### src/rtl/bdma_pkg.sv
package bdma_pkg;
   typedef enum logic [2:0] {ST_IDLE, ST_REQ, ST_RD, ST_WR, ST_YLD} eng_st_t;
   localparam logic [1:0] RA_SRC = 2'd0;
   localparam logic [1:0] RA_DST = 2'd1;
   localparam logic [1:0] RA_CNT = 2'd2;
   localparam logic [1:0] RA_CTL = 2'd3;
   localparam int CB_EN   = 0;
   localparam int CB_GU   = 1;
   localparam int CB_SINC = 2;
   localparam int CB_DINC = 3;
   localparam int CB_CLR  = 4;
endpackage

### src/rtl/bdma_chan.sv
module bdma_chan
   import bdma_pkg::*;
#(
   parameter int AW        = 16,
   parameter int CW        = 16,
   parameter int START_LAT = 3,
   parameter int STEP      = 2
) (
   input  logic          clk,
   input  logic          rst_n,
   input  logic          wr_sel,
   input  logic [1:0]    wr_addr,
   input  logic [AW-1:0] wr_data,
   input  logic          adv,
   input  logic          fin,
   output logic [AW-1:0] src,
   output logic [AW-1:0] dst,
   output logic [CW-1:0] cnt,
   output logic          gu,
   output logic          en,
   output logic          done,
   output logic          ready
);
   localparam int LW = $clog2(START_LAT + 1);

   logic          sinc, dinc;
   logic [LW-1:0] lat;

   assign ready = en && (lat == LW'(START_LAT));

   always_ff @(posedge clk or negedge rst_n) begin
      if (!rst_n) begin
         src  <= '0;
         dst  <= '0;
         cnt  <= '0;
         gu   <= 1'b0;
         sinc <= 1'b0;
         dinc <= 1'b0;
         en   <= 1'b0;
         done <= 1'b0;
         lat  <= '0;
      end else begin
         if (en && lat != LW'(START_LAT)) lat <= lat + 1'b1;
         if (adv) begin
            cnt <= cnt - 1'b1;
            if (sinc) src <= src + AW'(STEP);
            if (dinc) dst <= dst + AW'(STEP);
         end
         if (fin) begin
            en   <= 1'b0;
            done <= 1'b1;
         end
         if (wr_sel) begin
            case (wr_addr)
               RA_SRC: src <= wr_data;
               RA_DST: dst <= wr_data;
               RA_CNT: cnt <= wr_data[CW-1:0];
               default: begin
                  gu   <= wr_data[CB_GU];
                  sinc <= wr_data[CB_SINC];
                  dinc <= wr_data[CB_DINC];
                  if (wr_data[CB_EN] && !en) begin
                     en  <= 1'b1;
                     lat <= '0;
                  end
                  if (wr_data[CB_CLR]) done <= 1'b0;
               end
            endcase
         end
      end
   end
endmodule

### src/rtl/bdma_pick.sv
module bdma_pick #(
   parameter int NCH = 2,
   parameter int CHW = 1
) (
   input  logic [NCH-1:0] req,
   output logic           any,
   output logic [CHW-1:0] idx
);
   assign any = |req;
   generate
      if (NCH == 1) begin : g_single
         assign idx = '0;
      end else begin : g_prio
         always_comb begin
            idx = '0;
            for (int i = NCH - 1; i >= 0; i--) begin
               if (req[i]) idx = CHW'(i);
            end
         end
      end
   endgenerate
endmodule

### src/rtl/bdma_eng.sv
module bdma_eng
   import bdma_pkg::*;
#(
   parameter int CHW = 1,
   parameter int DW  = 16
) (
   input  logic           clk,
   input  logic           rst_n,
   input  logic           any,
   input  logic [CHW-1:0] pick,
   input  logic           bus_grant,
   input  logic           other_req,
   input  logic           cur_gu,
   input  logic           cur_last,
   input  logic [DW-1:0]  rdata,
   output logic [CHW-1:0] cur,
   output logic           bus_req,
   output logic           rd,
   output logic           wr,
   output logic           pair_done,
   output logic           fin,
   output logic           tend,
   output logic [DW-1:0]  wdata
);
   eng_st_t st;

   assign rd        = (st == ST_RD);
   assign wr        = (st == ST_WR);
   assign bus_req   = (st == ST_REQ) || rd || wr;
   assign pair_done = wr;
   assign fin       = wr && cur_last;
   assign tend      = (rd || wr) && cur_last;

   always_ff @(posedge clk or negedge rst_n) begin
      if (!rst_n) begin
         st    <= ST_IDLE;
         cur   <= '0;
         wdata <= '0;
      end else begin
         case (st)
            ST_IDLE: if (any) begin
               cur <= pick;
               st  <= ST_REQ;
            end
            ST_REQ: if (bus_grant) st <= ST_RD;
            ST_RD: begin
               wdata <= rdata;
               st    <= ST_WR;
            end
            ST_WR: begin
               if (cur_last)                 st <= ST_IDLE;
               else if (cur_gu && other_req) st <= ST_YLD;
               else                          st <= ST_RD;
            end
            ST_YLD: if (!other_req) st <= ST_REQ;
            default: st <= ST_IDLE;
         endcase
      end
   end
endmodule

### src/rtl/bdma_seq.sv
module bdma_seq
   import bdma_pkg::*;
#(
   parameter int NCH        = 2,
   parameter int AW         = 16,
   parameter int DW         = 16,
   parameter int CW         = 16,
   parameter int START_LAT  = 3,
   parameter int XFER_BYTES = 2,
   localparam int CHW       = (NCH > 1) ? $clog2(NCH) : 1
) (
   input  logic           clk,
   input  logic           rst_n,
   input  logic           reg_wr,
   input  logic [CHW-1:0] reg_ch,
   input  logic [1:0]     reg_addr,
   input  logic [AW-1:0]  reg_wdata,
   output logic           bus_req,
   input  logic           bus_grant,
   input  logic           other_req,
   output logic           ext_rd,
   output logic           ext_wr,
   output logic [AW-1:0]  ext_addr,
   output logic [DW-1:0]  ext_wdata,
   input  logic [DW-1:0]  ext_rdata,
   output logic           tend,
   output logic [NCH-1:0] ch_en,
   output logic [NCH-1:0] ch_done
);
   if (NCH < 1)       begin : g_bad_nch  $error("NCH must be at least 1");      end
   if (AW < CW)       begin : g_bad_aw   $error("AW must cover the count");     end
   if (AW < 5)        begin : g_bad_ctl  $error("AW too narrow for control");   end
   if (START_LAT < 3) begin : g_bad_lat  $error("START_LAT must be >= 3");      end
   if (XFER_BYTES < 1) begin : g_bad_step $error("XFER_BYTES must be >= 1");    end

   logic [NCH-1:0][AW-1:0] src_v, dst_v;
   logic [NCH-1:0][CW-1:0] cnt_v;
   logic [NCH-1:0]         gu_v, rdy_v;
   logic [CHW-1:0]         cur, pick;
   logic                   any, pair_done, fin, cur_gu, cur_last;

   for (genvar i = 0; i < NCH; i++) begin : g_ch
      bdma_chan #(
         .AW(AW), .CW(CW), .START_LAT(START_LAT), .STEP(XFER_BYTES)
      ) u_chan (
         .clk     (clk),
         .rst_n   (rst_n),
         .wr_sel  (reg_wr && (reg_ch == CHW'(i))),
         .wr_addr (reg_addr),
         .wr_data (reg_wdata),
         .adv     (pair_done && (cur == CHW'(i))),
         .fin     (fin && (cur == CHW'(i))),
         .src     (src_v[i]),
         .dst     (dst_v[i]),
         .cnt     (cnt_v[i]),
         .gu      (gu_v[i]),
         .en      (ch_en[i]),
         .done    (ch_done[i]),
         .ready   (rdy_v[i])
      );
   end

   bdma_pick #(.NCH(NCH), .CHW(CHW)) u_pick (
      .req (rdy_v),
      .any (any),
      .idx (pick)
   );

   assign cur_gu   = gu_v[cur];
   assign cur_last = (cnt_v[cur] == CW'(1));

   bdma_eng #(.CHW(CHW), .DW(DW)) u_eng (
      .clk       (clk),
      .rst_n     (rst_n),
      .any       (any),
      .pick      (pick),
      .bus_grant (bus_grant),
      .other_req (other_req),
      .cur_gu    (cur_gu),
      .cur_last  (cur_last),
      .rdata     (ext_rdata),
      .cur       (cur),
      .bus_req   (bus_req),
      .rd        (ext_rd),
      .wr        (ext_wr),
      .pair_done (pair_done),
      .fin       (fin),
      .tend      (tend),
      .wdata     (ext_wdata)
   );

   assign ext_addr = ext_wr ? dst_v[cur] : src_v[cur];
endmodule

### config.mk
export PLATFORM = sky130hd
export DESIGN_NAME = bdma_seq
export DESIGN_NICKNAME = d
export VERILOG_FILES = /design/src/rtl/bdma_pkg.sv /design/src/rtl/bdma_chan.sv /design/src/rtl/bdma_pick.sv /design/src/rtl/bdma_eng.sv /design/src/rtl/bdma_seq.sv
export SDC_FILE = /design/constraint.sdc
export NUM_CORES = 1
export LEC_CHECK = 0
export BUFFER_PORTS_ARGS = -buffer_cell sky130_fd_sc_hd__buf_4
export CAP_MARGIN = 20
export CORE_MARGIN = 2
export CORE_UTILIZATION = 55
export CTS_BUF_LIST = sky130_fd_sc_hd__clkbuf_8 sky130_fd_sc_hd__clkbuf_16
export DETAILED_ROUTE_END_ITERATION = 10
export PLACE_DENSITY = 0.76
export SYNTH_ARGS = -nofsm -noshare
export SYNTH_HDL_FRONTEND = slang
export SYNTH_SLANG_ARGS = --single-unit
### constraint.sdc
create_clock -name clk -period 2.9 [get_ports clk]
set_clock_uncertainty 0.1 [all_clocks]
set_input_delay 0.145 -clock clk [delete_from_list [all_inputs] [get_ports clk]]
set_output_delay 0.145 -clock clk [all_outputs]
set_load 0.01 [all_outputs]
==> results of run 1 <==
==> metal layers <==
metal / wire length, um / global-route usage (%)
met5: 0 / 0
met4: 581 / 12.2
met3: 1640 / 7.12
met2: 9760 / 47.2
met1: 7820 / 38.6
==> critical path, cell delays in order, from the launching register on <==
cell and delay, ns:
dfrtp_1 0.47, nand2b_1 0.23, or2_2 0.35, clkinv_2 0.29, mux4_2 0.56, buf_4 0.16
==> logic make-up after synthesis <==
logic type | share of synthesized area [%]
simple gates | 20.5
flops | 45.8
compound gates | 8.72
xor+xnor | 10.7
buf+inv | 3.24
mux | 9.58
fa+ha+maj | 1.41
==> path summary, 6_finish.rpt <==
| check | depth (start not counted) | startpoint | slack (ns) | to |
|---|---|---|---|---|
| max | 5 | u_eng.st[2] | 0.17 | ext_addr[14] |
| min | 4 | reg_ch | 0.03 | g_ch[1].u_chan.sinc |
| max reg2reg | 5 | u_eng.st[2] | 0.58 | g_ch[1].u_chan.cnt[15] |
| min reg2reg | 2 | g_ch[1].u_chan.gu | 0.39 | g_ch[1].u_chan.gu |
| max in group asynchronous | 3 | rst_n | 1.61 | g_ch[0].u_chan.dst[13] |
| min in group asynchronous | 2 | rst_n | 0.31 | u_eng.wdata[7] |
==> sequential cells by signal (all words and copies together), names as in the netlist <==
name and count:
g_ch.u_chan.cnt 32, g_ch.u_chan.dinc 2, g_ch.u_chan.done 2, g_ch.u_chan.dst 32
g_ch.u_chan.en 2, g_ch.u_chan.gu 2, g_ch.u_chan.lat 4, g_ch.u_chan.sinc 2
g_ch.u_chan.src 32, u_eng.cur 1, u_eng.st 3, u_eng.wdata 16
==> cell type report <==
class	instances	area (sq um)
tap	172	215
timing repair buffer	125	1040
inverter	13	50.0
multi-input combinational	549	3640
sequential	130	3250
fill	947	3870
clock inverter	12	103
clock buffer	19	453
==> report_power, final <==
part / total (mW) / switching [mW] / internal (mW)
clock: 2.03 / 0.750 / 1.28
combinational: 2.87 / 1.34 / 1.53
sequential: 3.19 / 0.761 / 2.43
total: 8.09 / 2.85 / 5.24
==> repair_timing <==
action,CTS,global route
endpoints found under the setup margin,0,14
resized for setup,0,1
hold buffers,34,0
hold endpoints to repair,184,0
==> placed cells by master (no fill, tap or decap), types with 2 or more instances in the layout <==
cell           count
nor4_2             5
nor2_1            62
nand4b_1           4
nor4_1             5
mux4_2            16
clkinv_2           5
or4_1              2
o32ai_1            2
or3_4              2
bufinv_16          2
or2_2              4
o21ai_0           60
dlygate4sd3_1     34
buf_4             90
nand2_1          115
xor2_1            35
a31oi_1            4
and3_1             8
nor3_1            18
o21ai_1            9
clkbuf_8           2
nand4_1           17
clkbuf_16         17
a21oi_1           31
inv_1             17
dfrtp_1          130
ha_1               8
xnor2_1           52
a22o_1             2
a22oi_1            2
mux2_2            24
or3_1              8
mux2i_1            5
nor3b_2            2
and2_1             2
nand2b_1           3
nor3_2             4
and4_1             6
nand3_1           23
==> metrics, run 1 <==
run status=finished clean; vias per std cell=5.89; Seq/Total Area, Yosys=45.8%; Post-CTS Setup Bufs=0; vias in the first global route=5885; via count=6003; Max H-tree Level=4; post-layout util=69.3%; fraction of layout cells with a size suffix above 1=21.1%; CORE AREA=12600 sq um; fin cells=1020; dpl cell area=7850 sq um; # port buffers=79; Syn-to-layout area delta=23.2%; CTS Root Cell=clkbuf_16; Fin Hold WS=0.0296 ns; maximum fanout along the worst path=16; DR WL/cell=19.4 um; most numerous cell in the Yosys netlist=dfrtp_1; Hold Crit Class=input port to flop; placed insts=955; Final Max Slew Viols=0; Initial Util=56.3%; Tmin final=2.73 ns; PD cells=925 nW/um^2; # setup viols final=0; Die Area=13800 sq um; RSZ-0062 raised after global routing=no; CTS sink cnt=130; worst relative slew slack=40.7%; final period utilization=94.2%; setup tns final=0 ns; Ys Warns=0; ys async rst share=100%; Yosys top cell area share=45.8%; Yosys cell types=47; global-route wire length before repair=31.4 mm; static leakage=3.50 nW; Max Cap Viol=0; arrival time worst endpoint=2.49 ns; row count=41; TritonCTS clock tree=yes; Place WS=0.522 ns; Final Hold Fails=0; CP Capture Type=output port; Iter 0 DRT Violations=676; syn avg cell area=9.73 sq um; top cells by area, synth=dfrtp_1 46%, xnor2_1 6.4%, nand2_1 6.1%, mux4_2 5.1%, xor2_1 4.3%; Mapped Cells=730; cell taking the most area after synthesis=dfrtp_1; clk_lat worst skew=0.42 ns; Critical Path RT=2.65 ns; DP HPWL=13.5 mm; Antenna Cells=0; Max Freq=366 MHz; Routed Wire Length=19.8 mm; TritonCTS buffer count=17; final non-filler cell area=8750 sq um; overall power=8.09 mW; Ports=80; Post-Syn Area=7100 sq um; largest net degree at the start of global routing=70; kind of critical path=flop to output port; gr usage total=29.5%; remaining antenna violation count=0; initial antenna violation count=0; Top FF cell, synth=dfrtp_1; # nets final=884; syn nets=778; maximum vdd ir drop=490 uV; Clock Path Buffers=2; Final Worst Setup Slack=0.167 ns; Startpoint Class=flop; Routability Congestion=0.976; actual slew at the worst max-slew pin=0.890 ns; Pre-antenna DRT Iters=6; Post-synth EDFFs=0; Die Ht=118 um; number of remaining DRC errors=0; Commonest cells post-synth=130 x dfrtp_1, 115 x nand2_1, 62 x nor2_1; CTS clk-pin slew, worst paths=0.05 ns; Yosys reg bits=130; width of the die=118 um; GRT overflow=0
No activity file was read; power rests on OpenSTA's default activity.
==> inputs of run 2 (changes only) <==
--- a/config.mk
+++ b/config.mk
@@ -5,7 +5,7 @@
 export SDC_FILE = /design/constraint.sdc
 export NUM_CORES = 1
 export LEC_CHECK = 0
-export BUFFER_PORTS_ARGS = -buffer_cell sky130_fd_sc_hd__buf_4
+export BUFFER_PORTS_ARGS = -buffer_cell sky130_fd_sc_hd__buf_2
 export CAP_MARGIN = 20
 export CORE_MARGIN = 2
 export CORE_UTILIZATION = 55
==> metrics, run 2 (synthesis gave the netlist of run 1 again) <==
run status=finished clean; actual slew at the worst max-slew pin=0.705 ns; RSZ-0062 raised after global routing=no; Max Freq=361 MHz; vias per std cell=5.92; dpl cell area=7660 sq um; fin cells=1018; Startpoint Class=flop; final non-filler cell area=8560 sq um; Max H-tree Level=4; largest net degree at the start of global routing=51; P_sw=2.83 mW; final period utilization=95.5%; flip-flop and latch area=3250 sq um; Ports=80; Largest regs=g_ch.u_chan.cnt: 32 flops, g_ch.u_chan.dst: 32 flops, g_ch.u_chan.src: 32 flops; Antenna Cells=0; CTS clk-pin slew, worst paths=0.06 ns; Die Area=13800 sq um; number of remaining DRC errors=0; clk_lat worst skew=0.42 ns; # port buffers=79; commonest non-fill, non-tap cell in the layout=dfrtp_1; worst relative slew slack=53.0%; TritonCTS buffer count=17; DP HPWL=13.7 mm; Post-CTS Setup Bufs=0; CTS sink cnt=130; # nets final=883; filler instances=944; Combinational Power Share=33.7%; switch share=35.9%; width of the die=118 um; PD cells=922 nW/um^2; clock share of power=25.9%; vias in the first global route=5957; Final Max Slew Viols=0; Clock Path Buffers=2; placed insts=955; static leakage=3.43 nW; sequential share of power=40.4%; arrival time worst endpoint=2.52 ns; global-route wire length before repair=31.9 mm; overall power=7.89 mW; setup tns final=0 ns; multi-input logic area=3640 sq um; Initial Util=56.3%; via count=6023; P_int=5.05 mW; row count=41; DR WL/cell=19.7 um; GRT overflow=0; Final Hold Fails=0; Tmin final=2.77 ns; CORE AREA=12600 sq um; initial antenna violation count=0; CTS Root Cell=clkbuf_16; maximum vdd ir drop=522 uV; gr usage total=30.0%; Die Ht=118 um; Critical Path RT=2.65 ns; fraction of layout cells with a size suffix above 1=21.4%; commonest cells after routing, fill and taps aside=130 x dfrtp_1, 115 x nand2_1, 78 x buf_2, 62 x nor2_1, 60 x o21ai_0; Hold Crit Class=input port to flop; Max Cap Viol=0; kind of critical path=flop to output port; remaining antenna violation count=0; maximum fanout along the worst path=16; Syn-to-layout area delta=20.5%; Pre-antenna DRT Iters=5; Routability Congestion=0.988; # setup viols final=0; CP Capture Type=output port; Iter 0 DRT Violations=637; TritonCTS clock tree=yes; Routed Wire Length=20.0 mm
-- run 2: changes by cell type in the layout (fill, tap and decap cells not counted), sizes merged --
cell / before / now
dlygate4sd3: 34 / 33
clkinv: 5 / 3
inv: 18 / 15
clkinvlp: 0 / 1
clkbuf: 19 / 23
bufinv: 2 / 1
-- run 2: critical path, stage by stage, from the launching register on --
cell	delay, ns
dfrtp_1	0.48
nand2b_1	0.25
or2_2	0.36
clkinv_2	0.28
mux4_2	0.57
buf_2	0.16
-- run 2: final timing paths --
check,slack [ns],startpoint,end,cells after the start
min in group asynchronous,0.22,rst_n,u_eng.wdata[11],2
min reg2reg,0.39,g_ch[1].u_chan.gu,g_ch[1].u_chan.gu,2
max reg2reg,0.46,u_eng.st[0],g_ch[1].u_chan.cnt[15],5
min,0.04,reg_ch,g_ch[1].u_chan.dinc,4
max in group asynchronous,1.70,rst_n,g_ch[1].u_chan.src[0],3
max,0.13,u_eng.st[2],ext_addr[7],5
-- run 2: final cells by class --
| cell class | instances | share of cell area (%) |
|---|---|---|
| well taps | 172 | 2.52 |
| multi-input cells | 549 | 42.5 |
| repair buffers | 124 | 9.71 |
| clock inverters | 7 | 0.687 |
| inverters | 13 | 0.585 |
| clock buffers | 23 | 5.94 |
| flip-flops and latches | 130 | 38.0 |
-- run 2: per-layer routing --
layer	GRT usage (%)	routed length, um	vias to the layer above	share of wire [%]
li1	-	-	2752	-
met1	37.4	7810	2981	39
met2	49.1	9960	230	50
met3	6.69	1430	60	7.1
met4	15.3	813	0	4.1
met5	0	0	-	0
-- run 2: stage by stage --
| stage | util (%) | hold slack (ns) | worst slack [ns] |
|---|---|---|---|
| detailed placement | 60.7 | 0.125 | 0.501 |
| CTS | 67.8 | 0.0237 | 0.0569 |
| global route | 67.8 | 0.0594 | 0.0501 |
| finish | 67.8 | 0.0383 | 0.130 |
| floorplan | - | -0.251 | 0.830 |
| global placement | 60.7 | 0.123 | 0.606 |
-- run 2: timing repair --
action / 4_1_cts / 5_1_grt
gates resized for setup: 0 / 1
hold buffers: 33 / 0
setup endpoints to repair: 0 / 14
endpoints found under the hold margin: 112 / 0
-- run 2: power groups by stage --
stage | clock network, mW | logic (mW) | registers [mW]
after floorplan | 0 | 1.88 | 2.95
after global placement | 0 | 2.48 | 3.14
after detailed placement | 0 | 2.60 | 3.17
after CTS | 2.06 | 2.66 | 3.16
after global routing | 2.16 | 2.90 | 3.24
final | 2.04 | 2.66 | 3.19
==> inputs of run 3 (changes only) <==
--- a/config.mk
+++ b/config.mk
@@ -11,7 +11,8 @@
 export CORE_UTILIZATION = 55
 export CTS_BUF_LIST = sky130_fd_sc_hd__clkbuf_8 sky130_fd_sc_hd__clkbuf_16
 export DETAILED_ROUTE_END_ITERATION = 10
-export PLACE_DENSITY = 0.76
+export PLACE_DENSITY = 0.75
 export SYNTH_ARGS = -nofsm -noshare
 export SYNTH_HDL_FRONTEND = slang
+export SYNTH_HIERARCHICAL = 1
 export SYNTH_SLANG_ARGS = --single-unit
==> metrics, run 3 <==
run status=finished clean; commonest cells after routing, fill and taps aside=137 x nand2_1, 130 x dfrtp_1, 80 x o21ai_0, 78 x buf_2, 42 x xnor2_1; vias in the first global route=6444; width of the die=121 um; syn nets=815; Slowest-stage cell, CP=or4b_1; Place WS=0.225 ns; Critical Path RT=3.10 ns; gr usage total=29.5%; DR WL/cell=19.1 um; CTS clk-pin slew, worst paths=0.06 ns; Syn-to-layout area delta=19.7%; PD cells=947 nW/um^2; Tmin final=2.73 ns; worst relative slew slack=47.2%; maximum vdd ir drop=908 uV; static leakage=3.63 nW; Max H-tree Level=4; CTS Root Cell=clkbuf_16; remaining antenna violation count=0; Top FF cell, synth=dfrtp_1; Ports=80; worst reg2reg startpoint=u_eng/st[2]; maximum fanout along the worst path=8; # port buffers=79; Final Worst Setup Slack=0.174 ns; Reg2Reg Capture Point=g_ch[1].u_chan/cnt[13]; flop2flop setup slack=0.17 ns; # setup viols final=0; Mapped Cells=767; # nets final=923; cell taking the most area after synthesis=dfrtp_1; filler instances=1013; clk_lat worst skew=0.42 ns; CP bufs+invs=0; final period utilization=94.0%; row count=42; largest net degree at the start of global routing=60; CP cell instances=nor2b_2 > and2_2 > and2_1 > or4b_1 > nor4_1 > nor2_1 > nand3b_1; Post-Syn Area=7500 sq um; Commonest cells post-synth=137 x nand2_1, 130 x dfrtp_1, 80 x o21ai_0; commonest non-fill, non-tap cell in the layout=nand2_1; Startpoint Class=flop; Yosys cell types=52; initial antenna violation count=0; global-route wire length before repair=33.1 mm; CTS sink cnt=130; setup tns final=0 ns; Post-synth EDFFs=0; Largest regs=g_ch.u_chan/cnt: 32 flops, g_ch.u_chan/dst: 32 flops, g_ch.u_chan/src: 32 flops; fraction of layout cells with a size suffix above 1=21.3%; Max stage delay on crit path=0.66 ns; TritonCTS clock tree=yes; Fin Hold WS=0.0397 ns; Ys Warns=6; top cells by area, synth=dfrtp_1 43%, nand2_1 6.9%, o21ai_0 5.3%, xnor2_1 4.9%, mux4_2 4.5%; Max Freq=367 MHz; Iter 0 DRT Violations=606; Die Ht=121 um; Die Area=14600 sq um; Routed Wire Length=20.3 mm; Yosys reg bits=130; GRT overflow=0; most numerous cell in the Yosys netlist=nand2_1; dpl cell area=8020 sq um; Max Cap Viol=0; Seq/Total Area, Yosys=43.4%; hold endpoint=u_eng/st[1]; actual slew at the worst max-slew pin=0.789 ns; Hold Path Depth=3; vias per std cell=5.96; Initial Util=56.4%; delay-heaviest family, CP=simple AND/OR/NAND/NOR gates; Pre-antenna DRT Iters=5; CP Capture Type=flop; Clock Path Buffers=2; Yosys top cell area share=43.4%; via count=6340; Hold Crit Class=input port to flop; arrival time worst endpoint=2.92 ns; ys async rst share=100%; TritonCTS buffer count=17; DP HPWL=14.0 mm; reg2reg path depth=7; CORE AREA=13300 sq um; RSZ-0062 raised after global routing=no; Antenna Cells=0; final non-filler cell area=8980 sq um; Hold Path Origin=bus_grant; Routability Congestion=0.964; Post-CTS Setup Bufs=0; Final Max Slew Viols=0; number of remaining DRC errors=0; syn avg cell area=9.78 sq um; Final Hold Fails=0; kind of critical path=flop to flop
## run 3: logic make-up (layout without fill, tap and decap cells)
| group | Yosys count | in the layout | synth area share, % |
|---|---|---|---|
| adders and majority gates | 8 | 8 | 1.33 |
| muxes | 54 | 54 | 10.8 |
| and+or+nand+nor | 340 | 340 | 24.3 |
| DFF | 130 | 130 | 43.4 |
| xor gates and xnor gates | 76 | 76 | 8.88 |
| AOI/OAI and AO/OA | 102 | 102 | 7.31 |
| buffers and inverters | 57 | 178 | 3.90 |
## run 3: routing by layer
metal / track usage [%] / routed length [um]
met5: 0 / 0
met1: 37.4 / 8360
met2: 47.4 / 9820
met3: 7.12 / 1360
met4: 14.5 / 757
## run 3: report_power, final
part | internal [mW] | switching (mW) | total [mW]
logic | 1.51 | 1.47 | 2.98
registers | 2.44 | 0.844 | 3.29
clock network | 1.39 | 0.845 | 2.23
total | 5.33 | 3.16 | 8.50
## run 3: metrics by stage
step           power, mW  util, %  cells
6_report            8.50     67.5   1064
2_1_floorplan       5.28        -    767
3_3_place_gp        6.02     60.3    998
4_1_cts             8.48     67.5   1064
3_5_place_dp        6.17     60.3    998
5_1_grt             8.96     67.5   1064
## run 3: worst max-delay path by stage
| stage | start | to | slack (ns) | cells after the start |
|---|---|---|---|---|
| after floorplan | u_eng/st[2] | g_ch[0].u_chan/cnt[13] | 0.62 | 8 |
| after global placement | u_eng/st[2] | g_ch[1].u_chan/cnt[13] | 0.30 | 7 |
| after detailed placement | u_eng/st[2] | g_ch[1].u_chan/cnt[13] | 0.23 | 7 |
| after CTS | u_eng/st[2] | g_ch[1].u_chan/cnt[13] | 0.22 | 7 |
| after global routing | u_eng/st[1] | g_ch[1].u_chan/cnt[13] | 0.001 | 7 |
| final | u_eng/st[2] | g_ch[1].u_chan/cnt[13] | 0.17 | 7 |
## run 3: tightest hold or removal path: cells and delay by family
kind | cells | cell delay [ns]
buffers and inverters | 1 | 0.11
AO/OA/AOI/OAI | 2 | 0.25
## run 3: cell type report
cell class,count,area (sq um),area share (%)
Clock buffer,18,439,4.89
Clock inverter,14,178,1.98
Inverter,20,75.1,0.836
Multi-Input combinational cell,580,3960,44.1
Sequential cell,130,3250,36.2
Tap cell,176,220,2.45
Timing Repair Buffer,126,848,9.45
## run 3: repair_timing
item                                    in CTS  in global routing
resized for setup                            0                  0
hold buffers                                34                  0
hold endpoints to repair                   146                  0
endpoints found under the setup margin       0                  0
